### config.mk
export PLATFORM = sky130hd
export DESIGN_NAME = pwr_unit_ctrl
export DESIGN_NICKNAME = d
export VERILOG_FILES = /design/src/rtl/pwr_pkg.sv /design/src/rtl/pwr_addr_dec.sv /design/src/rtl/pwr_unit_fsm.sv /design/src/rtl/pwr_rd_mux.sv /design/src/rtl/pwr_unit_ctrl.sv
export SDC_FILE = /design/constraint.sdc
export NUM_CORES = 1
export LEC_CHECK = 0
export BUFFER_PORTS_ARGS = -buffer_cell sky130_fd_sc_hd__buf_2
export CORE_ASPECT_RATIO = 1.2
export CORE_MARGIN = 5
export CORE_UTILIZATION = 40
export CTS_CLUSTER_DIAMETER = 200
export DETAILED_ROUTE_END_ITERATION = 8
export PLACE_DENSITY_LB_ADDON = 0.08
export SLEW_MARGIN = 25
export SYNTH_ARGS = -nofsm -noshare
export SYNTH_HDL_FRONTEND = slang
export SYNTH_SLANG_ARGS = --single-unit
### constraint.sdc
create_clock -name clk -period 4.7 [get_ports clk]
set_input_delay 0 -clock clk [delete_from_list [all_inputs] [get_ports clk]]
set_output_delay 0 -clock clk [all_outputs]
set_load 0.05 [all_outputs]
### src/rtl/pwr_pkg.sv
package pwr_pkg;
  typedef enum logic [1:0] {
    PS_ACTIVE     = 2'd0,
    PS_GOING_DOWN = 2'd1,
    PS_DOWN       = 2'd2,
    PS_SELF_TEST  = 2'd3
  } pwr_state_e;

  // Bit positions inside a unit word
  localparam int REQ_BIT    = 0;
  localparam int DOWN_BIT   = 27;
  localparam int ACTIVE_BIT = 29;
  localparam int WORD_W     = 32;
endpackage

### src/rtl/pwr_addr_dec.sv
module pwr_addr_dec #(
  parameter int          NUM_UNITS  = 16,
  parameter logic [31:0] VALID_MASK = 32'h0000_1FFF,
  localparam int         IDX_W      = (NUM_UNITS > 1) ? $clog2(NUM_UNITS) : 1,
  localparam int         ADDR_W     = IDX_W + 2
) (
  input  logic                 bus_wr,
  input  logic [ADDR_W-1:0]    bus_addr,
  output logic [IDX_W-1:0]     sel_idx,
  output logic                 sel_hit,
  output logic [NUM_UNITS-1:0] wr_sel
);
  logic [1:0] unused_lsb;
  assign unused_lsb = bus_addr[1:0];
  assign sel_idx    = bus_addr[ADDR_W-1:2];

  always_comb begin
    sel_hit = 1'b0;
    for (int i = 0; i < NUM_UNITS; i++) begin
      if (VALID_MASK[i] && (sel_idx == IDX_W'(i))) sel_hit = 1'b1;
    end
  end

  for (genvar g = 0; g < NUM_UNITS; g++) begin : g_sel
    assign wr_sel[g] = bus_wr && sel_hit && (sel_idx == IDX_W'(g));
  end
endmodule

### src/rtl/pwr_unit_fsm.sv
module pwr_unit_fsm
  import pwr_pkg::*;
#(
  parameter int PD_CYCLES   = 1000,
  parameter int BIST_CYCLES = 2000000,
  localparam int MAX_CYC    = (PD_CYCLES > BIST_CYCLES) ? PD_CYCLES : BIST_CYCLES,
  localparam int CNT_W      = $clog2(MAX_CYC + 1)
) (
  input  logic clk,
  input  logic rst_n,
  input  logic wr_en,
  input  logic wr_req,
  output logic req_q,
  output logic unit_rst,
  output logic unit_pwr_en,
  output logic st_down,
  output logic st_active
);
  pwr_state_e       state_q, state_d;
  logic [CNT_W-1:0] cnt_q, cnt_d;
  logic             cnt_zero;

  assign cnt_zero = (cnt_q == '0);

  // Request register: the sequencer samples the value held before this edge
  always_ff @(posedge clk or negedge rst_n) begin
    if (!rst_n)     req_q <= 1'b0;
    else if (wr_en) req_q <= wr_req;
  end

  always_comb begin
    state_d = state_q;
    cnt_d   = cnt_q;
    unique case (state_q)
      PS_ACTIVE: begin
        if (req_q) begin
          state_d = PS_GOING_DOWN;
          cnt_d   = CNT_W'(PD_CYCLES - 1);
        end
      end
      PS_GOING_DOWN: begin
        if (cnt_zero) state_d = PS_DOWN;
        else          cnt_d   = cnt_q - 1'b1;
      end
      PS_DOWN: begin
        if (!req_q) begin
          state_d = PS_SELF_TEST;
          cnt_d   = CNT_W'(BIST_CYCLES - 1);
        end
      end
      PS_SELF_TEST: begin
        if (cnt_zero) state_d = PS_ACTIVE;
        else          cnt_d   = cnt_q - 1'b1;
      end
      default: state_d = PS_ACTIVE;
    endcase
  end

  always_ff @(posedge clk or negedge rst_n) begin
    if (!rst_n) begin
      state_q <= PS_ACTIVE;
      cnt_q   <= '0;
    end else begin
      state_q <= state_d;
      cnt_q   <= cnt_d;
    end
  end

  always_comb begin
    unit_rst    = (state_q != PS_ACTIVE);
    unit_pwr_en = (state_q != PS_DOWN);
    st_down     = (state_q == PS_DOWN);
    st_active   = (state_q == PS_ACTIVE);
  end
endmodule

### src/rtl/pwr_rd_mux.sv
module pwr_rd_mux
  import pwr_pkg::*;
#(
  parameter int  NUM_UNITS = 16,
  localparam int IDX_W     = (NUM_UNITS > 1) ? $clog2(NUM_UNITS) : 1
) (
  input  logic [IDX_W-1:0]     sel_idx,
  input  logic                 sel_hit,
  input  logic [NUM_UNITS-1:0] req_v,
  input  logic [NUM_UNITS-1:0] down_v,
  input  logic [NUM_UNITS-1:0] active_v,
  output logic [WORD_W-1:0]    rdata
);
  always_comb begin
    rdata = '0;
    if (sel_hit) begin
      rdata[REQ_BIT]    = req_v[sel_idx];
      rdata[DOWN_BIT]   = down_v[sel_idx];
      rdata[ACTIVE_BIT] = active_v[sel_idx];
    end
  end
endmodule

### src/rtl/pwr_unit_ctrl.sv
module pwr_unit_ctrl
  import pwr_pkg::*;
#(
  parameter int          NUM_UNITS   = 16,
  parameter logic [31:0] VALID_MASK  = 32'h0000_1FFF,
  parameter int          PD_CYCLES   = 1000,
  parameter int          BIST_CYCLES = 2000000,
  localparam int         IDX_W       = (NUM_UNITS > 1) ? $clog2(NUM_UNITS) : 1,
  localparam int         ADDR_W      = IDX_W + 2
) (
  input  logic                 clk,
  input  logic                 rst_n,
  input  logic                 bus_wr,
  input  logic [ADDR_W-1:0]    bus_addr,
  input  logic [31:0]          bus_wdata,
  output logic [31:0]          bus_rdata,
  output logic [NUM_UNITS-1:0] unit_rst,
  output logic [NUM_UNITS-1:0] unit_pwr_en
);
  logic [IDX_W-1:0]     sel_idx;
  logic                 sel_hit;
  logic [NUM_UNITS-1:0] wr_sel;
  logic [NUM_UNITS-1:0] req_v, st_down, st_active;
  logic [30:0]          unused_wdata;

  // Only the request bit is stored; the rest of the write word is dropped
  assign unused_wdata = bus_wdata[31:1];

  pwr_addr_dec #(.NUM_UNITS(NUM_UNITS), .VALID_MASK(VALID_MASK)) u_dec (
    .bus_wr  (bus_wr),
    .bus_addr(bus_addr),
    .sel_idx (sel_idx),
    .sel_hit (sel_hit),
    .wr_sel  (wr_sel)
  );

  for (genvar g = 0; g < NUM_UNITS; g++) begin : g_unit
    if (VALID_MASK[g]) begin : g_present
      pwr_unit_fsm #(.PD_CYCLES(PD_CYCLES), .BIST_CYCLES(BIST_CYCLES)) u_fsm (
        .clk        (clk),
        .rst_n      (rst_n),
        .wr_en      (wr_sel[g]),
        .wr_req     (bus_wdata[REQ_BIT]),
        .req_q      (req_v[g]),
        .unit_rst   (unit_rst[g]),
        .unit_pwr_en(unit_pwr_en[g]),
        .st_down    (st_down[g]),
        .st_active  (st_active[g])
      );
    end else begin : g_absent
      // Absent slot: no sequencer, unit held in reset with power off
      assign req_v[g]       = 1'b0;
      assign unit_rst[g]    = 1'b1;
      assign unit_pwr_en[g] = 1'b0;
      assign st_down[g]     = 1'b0;
      assign st_active[g]   = 1'b0;
    end
  end

  pwr_rd_mux #(.NUM_UNITS(NUM_UNITS)) u_rd (
    .sel_idx (sel_idx),
    .sel_hit (sel_hit),
    .req_v   (req_v),
    .down_v  (st_down),
    .active_v(st_active),
    .rdata   (bus_rdata)
  );
endmodule

==> results.json, run 1 <==
{
  "finalWeightedCongestion": 0.817,
  "fin_crit_sh": 0.725,
  "syn_area_per_cell_um2": 8.72,
  "synth.most_common_cell": "dfrtp_1",
  "synth-edff-count": 0,
  "drc": 0,
  "netlist_area_um2": 20200,
  "worstPathCellList": "inv_1, ha_1, mux4_2, a221oi_1, a31oi_1, buf_2",
  "syn_inst": 2320,
  "synth-async-reset-ratio": 1.00,
  "ys_top_cells_by_count": "dfrtp_1, nor2_1, o21ai_0",
  "ys_seq_area_frac": 0.386,
  "drt_iter0_markers": 1142,
  "yosysWarnings": 0,
  "grt-ovfl-total": 0,
  "rsz0062_at_grt": "no",
  "hold_viol_final": 0,
  "cts-buffers-inserted": 39,
  "cp_max_fo": 23,
  "postCtsSetupBuffers": 0,
  "area_growth_pct": 9.67,
  "critPathCaptureType": "primary output",
  "dp_hpwl_um": 34800,
  "num_io_pins": 105,
  "antenna_left": 0,
  "period_needed_ps": 3410,
  "initial_core_util": 0.403,
  "power.leakage_nw": 9.12,
  "drt-total-wl_um": 51500,
  "fin_total_pwr_w": 0.0164,
  "cp_slowest_stage_delay_ps": 820,
  "cts_resized": 0,
  "synth_top_area_cell": "dfrtp_1",
  "ys_types": 83,
  "netlist.area_leader.share": 0.386,
  "worst_pin_slew_ps": 1070,
  "cts_tree": "built",
  "crit_family": "flip-flops",
  "core_um2": 50200,
  "htreeDepth": 2,
  "drt-pass1-iter-count": 5,
  "hold_class": "input port to async pin",
  "clkTransAtPathRegs_ps": 60,
  "required_ps": 4700,
  "clock_path_buffers": 3,
  "dieArea_um2": 55200,
  "fp.dieH_um": 256,
  "worstSetupPathType": "flip-flop to primary output",
  "fin_worst_skew_ps": 18.9,
  "setup_viol": 0,
  "vias": 17633,
  "max_slew_margin": 0.280,
  "antenna_cells": 0,
  "port_buffers": 36,
  "wl_per_cell_um": 17.4,
  "tns_ps": 0,
  "synth_ff_type": "dfrtp_1",
  "grtUsageTotal": 0.182,
  "critical_path.startpoint_type": "flip-flop",
  "p_per_area_nw_per_um2": 740,
  "die_w_um": 215,
  "ys_seq_elements": 312,
  "avgViaCountPerCell": 5.94,
  "clock_latency_ps": 560,
  "ir_worst_vdd_uv": 379,
  "fmax_mhz": 294,
  "grt_pass1_wl_um": 86700,
  "crit_start": "g_unit[9].g_present.u_fsm.state_q[0]",
  "antenna_found_initial": 4,
  "grt_pass1_vias": 16951,
  "critPathSlowestCell": "dfrtp_1",
  "rows": 90,
  "final_layout_size_suffix_gt1_frac": 0.0955,
  "slew_violations": 0,
  "cap_violations": 0,
  "synthTopCellsByArea": "dfrtp_1, ha_1, o21ai_0",
  "path_buf_inv": 2,
  "timing.rr.start": "g_unit[7].g_present.u_fsm.state_q[0]",
  "cts-root-buf": "clkbuf_16",
  "grt_max_degree": 117,
  "clock_sinks": 312,
  "cts_hold_buf": 9,
  "nNetsFinal": 2413,
  "outcome": "finished, final reports clean",
  "crit_arrival_ps": 3410
}
[power breakdown]
part | leakage (nW) | total [W] | internal (W) | switching (W)
clock | 0.678 | 0.00324 | 0.00199 | 0.00124
sequential | 3.74 | 0.00524 | 0.00379 | 0.00145
combinational | 4.70 | 0.00794 | 0.00304 | 0.00490
total | 9.12 | 0.0164 | 0.00882 | 0.00759
[routing by layer]
layer,GRT usage,up-vias,wire length [um]
met3,0.0342,67,2190
li1,-,8597,-
met1,0.243,8679,23800
met2,0.306,282,24400
met4,0.0471,8,1090
met5,0,-,54
[cell usage in the layout, fill, tap and decap left out, drive strengths merged, types with 23 or more instances in the layout]
| cell type | count |
|---|---|
| a211oi | 27 |
| a21oi | 158 |
| a31oi | 101 |
| and3 | 23 |
| buf | 60 |
| clkbuf | 57 |
| conb | 35 |
| dfrtp | 312 |
| ha | 78 |
| inv | 117 |
| mux2 | 37 |
| mux2i | 53 |
| nand2 | 114 |
| nand3 | 59 |
| nor2 | 229 |
| nor3 | 116 |
| nor4 | 67 |
| o21ai | 193 |
| o22a | 35 |
| o31a | 24 |
| or3 | 40 |
| or4 | 38 |
[logic make-up after synthesis]
group / synth area share
compound gates: 0.234
mux: 0.0568
simple gates: 0.210
fa+ha+maj: 0.0482
xor+xnor: 0.000433
buf+inv: 0.0651
flops: 0.386
other cells: 0.000371
[through the flow]
stage          std cells  instance area, um2   util  hold slack, ps  worst slack [ps]
6_report            2968               22200  0.442            22.0              1290
5_1_grt             2968               22200  0.442            65.5              1030
4_1_cts             2968               22200  0.442            3.96              1290
3_5_place_dp        2888               20700  0.413            50.7              1320
3_3_place_gp        2887               20700  0.412            51.3              1350
2_1_floorplan       2353               20400      -            -296              1860
[worst paths after layout]
check                           slack (ps)                             endpoint  depth (start not counted)
max in group asynchronous             3260   g_unit[0].g_present.u_fsm.cnt_q[4]                          3
worst max-delay path                  1290                        bus_rdata[29]                          6
worst max register to register        1330  g_unit[7].g_present.u_fsm.cnt_q[12]                          7
worst min register to register         480  g_unit[8].g_present.u_fsm.cnt_q[16]                          1
worst min-delay path                    20  g_unit[8].g_present.u_fsm.cnt_q[14]                          2
min in group clk                        40      g_unit[6].g_present.u_fsm.req_q                          4
[area by class of cell]
type                            instances  area, um2
Clock buffer                           57       1170
Multi-Input combinational cell       1752      11300
Fill cell                            4869      28000
Tap cell                              644        806
Sequential cell                       312       7810
Clock inverter                         14        195
Timing Repair Buffer                   69        473
Inverter                              120        450
[flip-flops by register name, indices dropped and copies added, names as in the netlist]
name	cells
g_unit.g_present.u_fsm.req_q	13
g_unit.g_present.u_fsm.state_q	26
g_unit.g_present.u_fsm.cnt_q	273
[worst register-to-register path, cell delays in order, from the launching register on]
cell	delay (ps)
dfrtp_1	800
inv_1	480
ha_1	450
mux2_2	320
or3_1	350
a21oi_1	520
o21ai_0	180
a31oi_1	200
Note: power is estimated with default switching activity, not from simulation.
==> run 2, diff against run 1 <==
Clock period 4.7 ns to 3.34 ns, I/O delays scaled along.
==> run 2 against run 1 <==
- routed wire length rose by 0.21%
- combinational power rose by 51%
- clock power rose by 30%
- critical endpoint is now g_unit[1].g_present.u_fsm.cnt_q[15]
- global-route usage rose by 0.057 points
==> results.json, run 2 (synthesis gave the netlist of run 1 again) <==
{
  "worstPathCellList": "inv_1, ha_1, or4b_2, nor3_2, a41oi_1, a32o_1, a211oi_1",
  "fin_total_pwr_w": 0.0232,
  "rsz0062_at_grt": "no",
  "fp.dieH_um": 256,
  "seqCellArea_um2": 7810,
  "final_layout_size_suffix_gt1_frac": 0.113,
  "p_per_area_nw_per_um2": 1030,
  "critPathCaptureType": "flip-flop",
  "cts_tree": "built",
  "rows": 90,
  "cp_slowest_stage_delay_ps": 670,
  "required_ps": 3800,
  "worst-path-stages": 7,
  "critical_path.startpoint_type": "flip-flop",
  "reg.largest.list": "g_unit.g_present.u_fsm.cnt_q x273, g_unit.g_present.u_fsm.state_q x26, g_unit.g_present.u_fsm.req_q x13",
  "fin_crit_sh": 0.911,
  "crit_family": "simple AND/OR/NAND/NOR gates",
  "grt_pass1_vias": 17044,
  "hold_class": "input port to flip-flop",
  "drc": 0,
  "outcome": "finished, final reports clean",
  "fin_worst_skew_ps": 27.9,
  "hold_viol_final": 0,
  "die_w_um": 215,
  "dieArea_um2": 55200,
  "antenna_left": 0,
  "cap_violations": 0,
  "regMostFlops": "g_unit.g_present.u_fsm.cnt_q",
  "clkTransAtPathRegs_ps": 60,
  "postCtsSetupBuffers": 0,
  "clock_path_buffers": 3,
  "cp_max_fo": 11,
  "htreeDepth": 2,
  "wl_per_cell_um": 17.1,
  "clock_latency_ps": 560,
  "ir_worst_vdd_uv": 476,
  "grt-ovfl-total": 0,
  "r2r_cells": 7,
  "final_common_cell": "dfrtp_1",
  "multiInputGateArea_um2": 11300,
  "initial_core_util": 0.403,
  "cts_resized": 0,
  "fmax_mhz": 329,
  "tns_ps": 0,
  "grtUsageTotal": 0.183,
  "final_cell_count_no_fill": 3023,
  "worst_pin_slew_ps": 1000,
  "core_um2": 50200,
  "drt_iter0_markers": 1157,
  "largest_register_ffs": 273,
  "grt_max_degree": 91,
  "dp_hpwl_um": 35400,
  "cts-buffers-inserted": 39,
  "layout_common_cells": "dfrtp_1, nor2_1, o21ai_0",
  "worstSetupPathType": "flip-flop to flip-flop",
  "vias": 17606,
  "fin_util": 0.449,
  "area_growth_pct": 11.3,
  "cts-root-buf": "clkbuf_16",
  "drt-pass1-iter-count": 5,
  "fillerInstances": 4925,
  "hold_depth": 4,
  "slew_violations": 0,
  "finalWeightedCongestion": 0.810,
  "clock_sinks": 312,
  "power.leakage_nw": 9.34,
  "drt-total-wl_um": 51600,
  "grt_pass1_wl_um": 87000,
  "setup_viol": 0,
  "path_buf_inv": 1,
  "nNetsFinal": 2470,
  "crit_arrival_ps": 3510,
  "avgViaCountPerCell": 5.82,
  "antenna_found_initial": 4,
  "placed_cells": 2945,
  "period_needed_ps": 3040,
  "num_io_pins": 105,
  "critPathSlowestCell": "or4b_2",
  "cts_hold_buf": 9,
  "max_slew_margin": 0.322,
  "port_buffers": 36
}
[run 2: power breakdown]
part / leakage, nW / internal, W / switching [W]
Sequential: 3.74 / 0.00535 / 0.00161
Combinational: 4.98 / 0.00460 / 0.00739
Clock: 0.626 / 0.00258 / 0.00165
Total: 9.34 / 0.0125 / 0.0106
[run 2: path summary, 6_finish.rpt]
| check | slack (ps) | endpoint | startpoint |
|---|---|---|---|
| setup / recovery | 300 | g_unit[1].g_present.u_fsm.cnt_q[15] | g_unit[1].g_present.u_fsm.cnt_q[0] |
| hold / removal | 60 | g_unit[6].g_present.u_fsm.req_q | bus_addr[4] |
| setup reg to reg | 300 | g_unit[1].g_present.u_fsm.cnt_q[15] | g_unit[1].g_present.u_fsm.cnt_q[0] |
| hold reg to reg | 480 | g_unit[11].g_present.u_fsm.cnt_q[13] | g_unit[11].g_present.u_fsm.cnt_q[13] |
| max in group asynchronous | 2230 | g_unit[6].g_present.u_fsm.cnt_q[17] | rst_n |
| min in group asynchronous | 90 | g_unit[9].g_present.u_fsm.cnt_q[16] | rst_n |
[run 2: area by class of cell]
class                   count  share of cell area
diodes                      2            0.000222
clock buffers              64              0.0547
clock inverters             3             0.00178
inverters                 120              0.0200
multi-input cells        1752               0.500
flip-flops and latches    312               0.347
well taps                 644              0.0358
repair buffers            126              0.0405
[run 2: metal layers]
metal	up-vias	GRT usage	wire length, um
met2	244	0.312	24700
li1	8708	-	-
met3	61	0.0298	1630
met1	8587	0.244	24200
met5	-	0	34
met4	6	0.0432	955
[run 2: through the flow]
stage / area [um2] / hold WS (ps) / setup slack, ps
floorplan: 20400 / -296 / 499
global route: 22500 / 111 / 94.2
finish: 22500 / 58.3 / 298
detailed placement: 21200 / 93.3 / 312
CTS: 22500 / 18.7 / 324
global placement: 21200 / 92.6 / 367
[run 2: worst reg2reg max path, cell delays in order, from the launching register on]
cell and delay (ps):
dfrtp_1 390, inv_1 100, ha_1 210, or4b_2 670, nor3_2 460, a41oi_1 550, a32o_1 400, a211oi_1 170
==> run 3, diff against run 2 <==
Settings changed: HOLD_SLACK_MARGIN set to 0.08.
==> run 3 against run 2 <==
- non-clock buffer count rose by 3
- clock power is essentially flat
- utilization increased by 0.060 points
- global-route usage barely moved
- sequential share of layout area hardly changed
- sequential power hardly changed
- count of clock-buffer cells in the layout unchanged
- die area did not move
- first-iteration DRC count shrank 2.9%
- critical endpoint unchanged
- largest cell class unchanged
- largest power group unchanged
==> results.json, run 3 (synthesis gave the netlist of run 1 again) <==
{
  "cts_tree": "built",
  "outcome": "finished, final reports clean",
  "dp_hpwl_um": 35400,
  "final_layout_size_suffix_gt1_frac": 0.113,
  "fin_total_pwr_w": 0.0232,
  "max_slew_margin": 0.335,
  "cts-buffers-inserted": 39,
  "placed_cells": 2945,
  "tns_ps": 0,
  "clock_latency_ps": 560,
  "final_common_cell": "dfrtp_1",
  "slew_violations": 0,
  "fin_ws_ps": 321,
  "critPathCaptureType": "flip-flop",
  "grtUsageTotal": 0.183,
  "die_w_um": 215,
  "grt.met1_usage": 0.245,
  "clock_sinks": 312,
  "drc": 0,
  "crit_start": "g_unit[1].g_present.u_fsm.cnt_q[0]",
  "grt_use_met3": 0.0294,
  "final_cell_count_no_fill": 3026,
  "ir_worst_vdd_uv": 476,
  "grt_busiest_layer": "met2",
  "min-delay-start": "bus_addr[2]",
  "num_io_pins": 105,
  "cp_max_fo": 11,
  "reg.largest.list": "g_unit.g_present.u_fsm.cnt_q x273, g_unit.g_present.u_fsm.state_q x26, g_unit.g_present.u_fsm.req_q x13",
  "dieArea_um2": 55200,
  "grt-ovfl-total": 0,
  "antenna_found_initial": 4,
  "hold_viol_final": 0,
  "largest_register_ffs": 273,
  "drt-pass1-iter-count": 5,
  "fin_worst_skew_ps": 28.5,
  "critical_path.startpoint_type": "flip-flop",
  "rsz0062_at_grt": "no",
  "place_ws_ps": 312,
  "setup_viol": 0,
  "grt_max_degree": 80,
  "fin_crit_sh": 0.904,
  "cts-root-buf": "clkbuf_16",
  "avgViaCountPerCell": 5.82,
  "core_um2": 50200,
  "layout_common_cells": "dfrtp_1, nor2_1, o21ai_0",
  "rows": 90,
  "fillerInstances": 4924,
  "grt_pass1_wl_um": 87100,
  "period_needed_ps": 3020,
  "hold_class": "input port to flip-flop",
  "regMostFlops": "g_unit.g_present.u_fsm.cnt_q",
  "grt_use_met2": 0.313,
  "wl_per_cell_um": 17.1,
  "finalWeightedCongestion": 0.810,
  "clkTransAtPathRegs_ps": 60,
  "cap_violations": 0,
  "p_per_area_nw_per_um2": 1030,
  "htreeDepth": 2,
  "worst_pin_slew_ps": 985,
  "fp.dieH_um": 256,
  "port_buffers": 36,
  "required_ps": 3800,
  "clock_path_buffers": 3,
  "grt_pass1_vias": 17060,
  "worstSetupPathType": "flip-flop to flip-flop",
  "power.leakage_nw": 9.35,
  "antenna_left": 0,
  "drt-total-wl_um": 51700,
  "timing.rr.start": "g_unit[1].g_present.u_fsm.cnt_q[0]",
  "whs_ps": 130,
  "crit_arrival_ps": 3480,
  "drt_iter0_markers": 1123,
  "fmax_mhz": 331,
  "initial_core_util": 0.403,
  "vias": 17609,
  "area_growth_pct": 11.5,
  "nNetsFinal": 2473
}
[run 3: changes by cell type in the layout (fill, tap and decap cells not counted), sizes merged]
| cell | change |
|---|---|
| dlygate4sd3 | +3 |
[run 3: final timing paths]
check | end | slack (ps) | cells after the start
min reg2reg | g_unit[11].g_present.u_fsm.cnt_q[13] | 480 | 1
max | g_unit[1].g_present.u_fsm.cnt_q[15] | 320 | 7
min | g_unit[11].g_present.u_fsm.req_q | 130 | 4
min in group asynchronous | g_unit[0].g_present.u_fsm.cnt_q[10] | 580 | 3
max reg2reg | g_unit[1].g_present.u_fsm.cnt_q[15] | 320 | 7
max in group asynchronous | g_unit[1].g_present.u_fsm.cnt_q[0] | 1300 | 4
[run 3: stage by stage]
stage	util	area [um2]
2_1_floorplan	-	20400
3_3_place_gp	0.421	21200
3_5_place_dp	0.421	21200
4_1_cts	0.449	22600
5_1_grt	0.449	22600
6_report	0.449	22600
[run 3: worst max-delay path, stage by stage, from the launching register on]
cell and delay (ps):
dfrtp_1 390, inv_1 100, ha_1 220, or4b_2 670
nor3_2 450, a41oi_1 540, a32o_1 390, a211oi_1 170
[run 3: final cells by class]
type / count / area, um2 / area share
multi-input combinational: 1752 / 11300 / 0.500
sequential: 312 / 7810 / 0.346
clock buffer: 64 / 1230 / 0.0546
timing repair buffer: 129 / 943 / 0.0418
tap: 644 / 806 / 0.0357
inverter: 120 / 450 / 0.0200
clock inverter: 3 / 40.0 / 0.00178
antenna: 2 / 5.00 / 0.000222
[run 3: report_power, final]
part           switching [W]  internal [W]
clock                0.00165       0.00257
sequential           0.00161       0.00535
combinational        0.00741       0.00460
[run 3: per-layer routing]
| metal | vias up | wire length, um |
|---|---|---|
| li1 | 8722 | - |
| met1 | 8580 | 24100 |
| met2 | 242 | 24700 |
| met3 | 59 | 1800 |
| met4 | 6 | 948 |
| met5 | - | 34 |
[run 3: timing repair]
action,in CTS,in global routing
buffers inserted,0,0
hold buffers,12,0
hold endpoints to repair,119,0
gates resized for setup,0,0
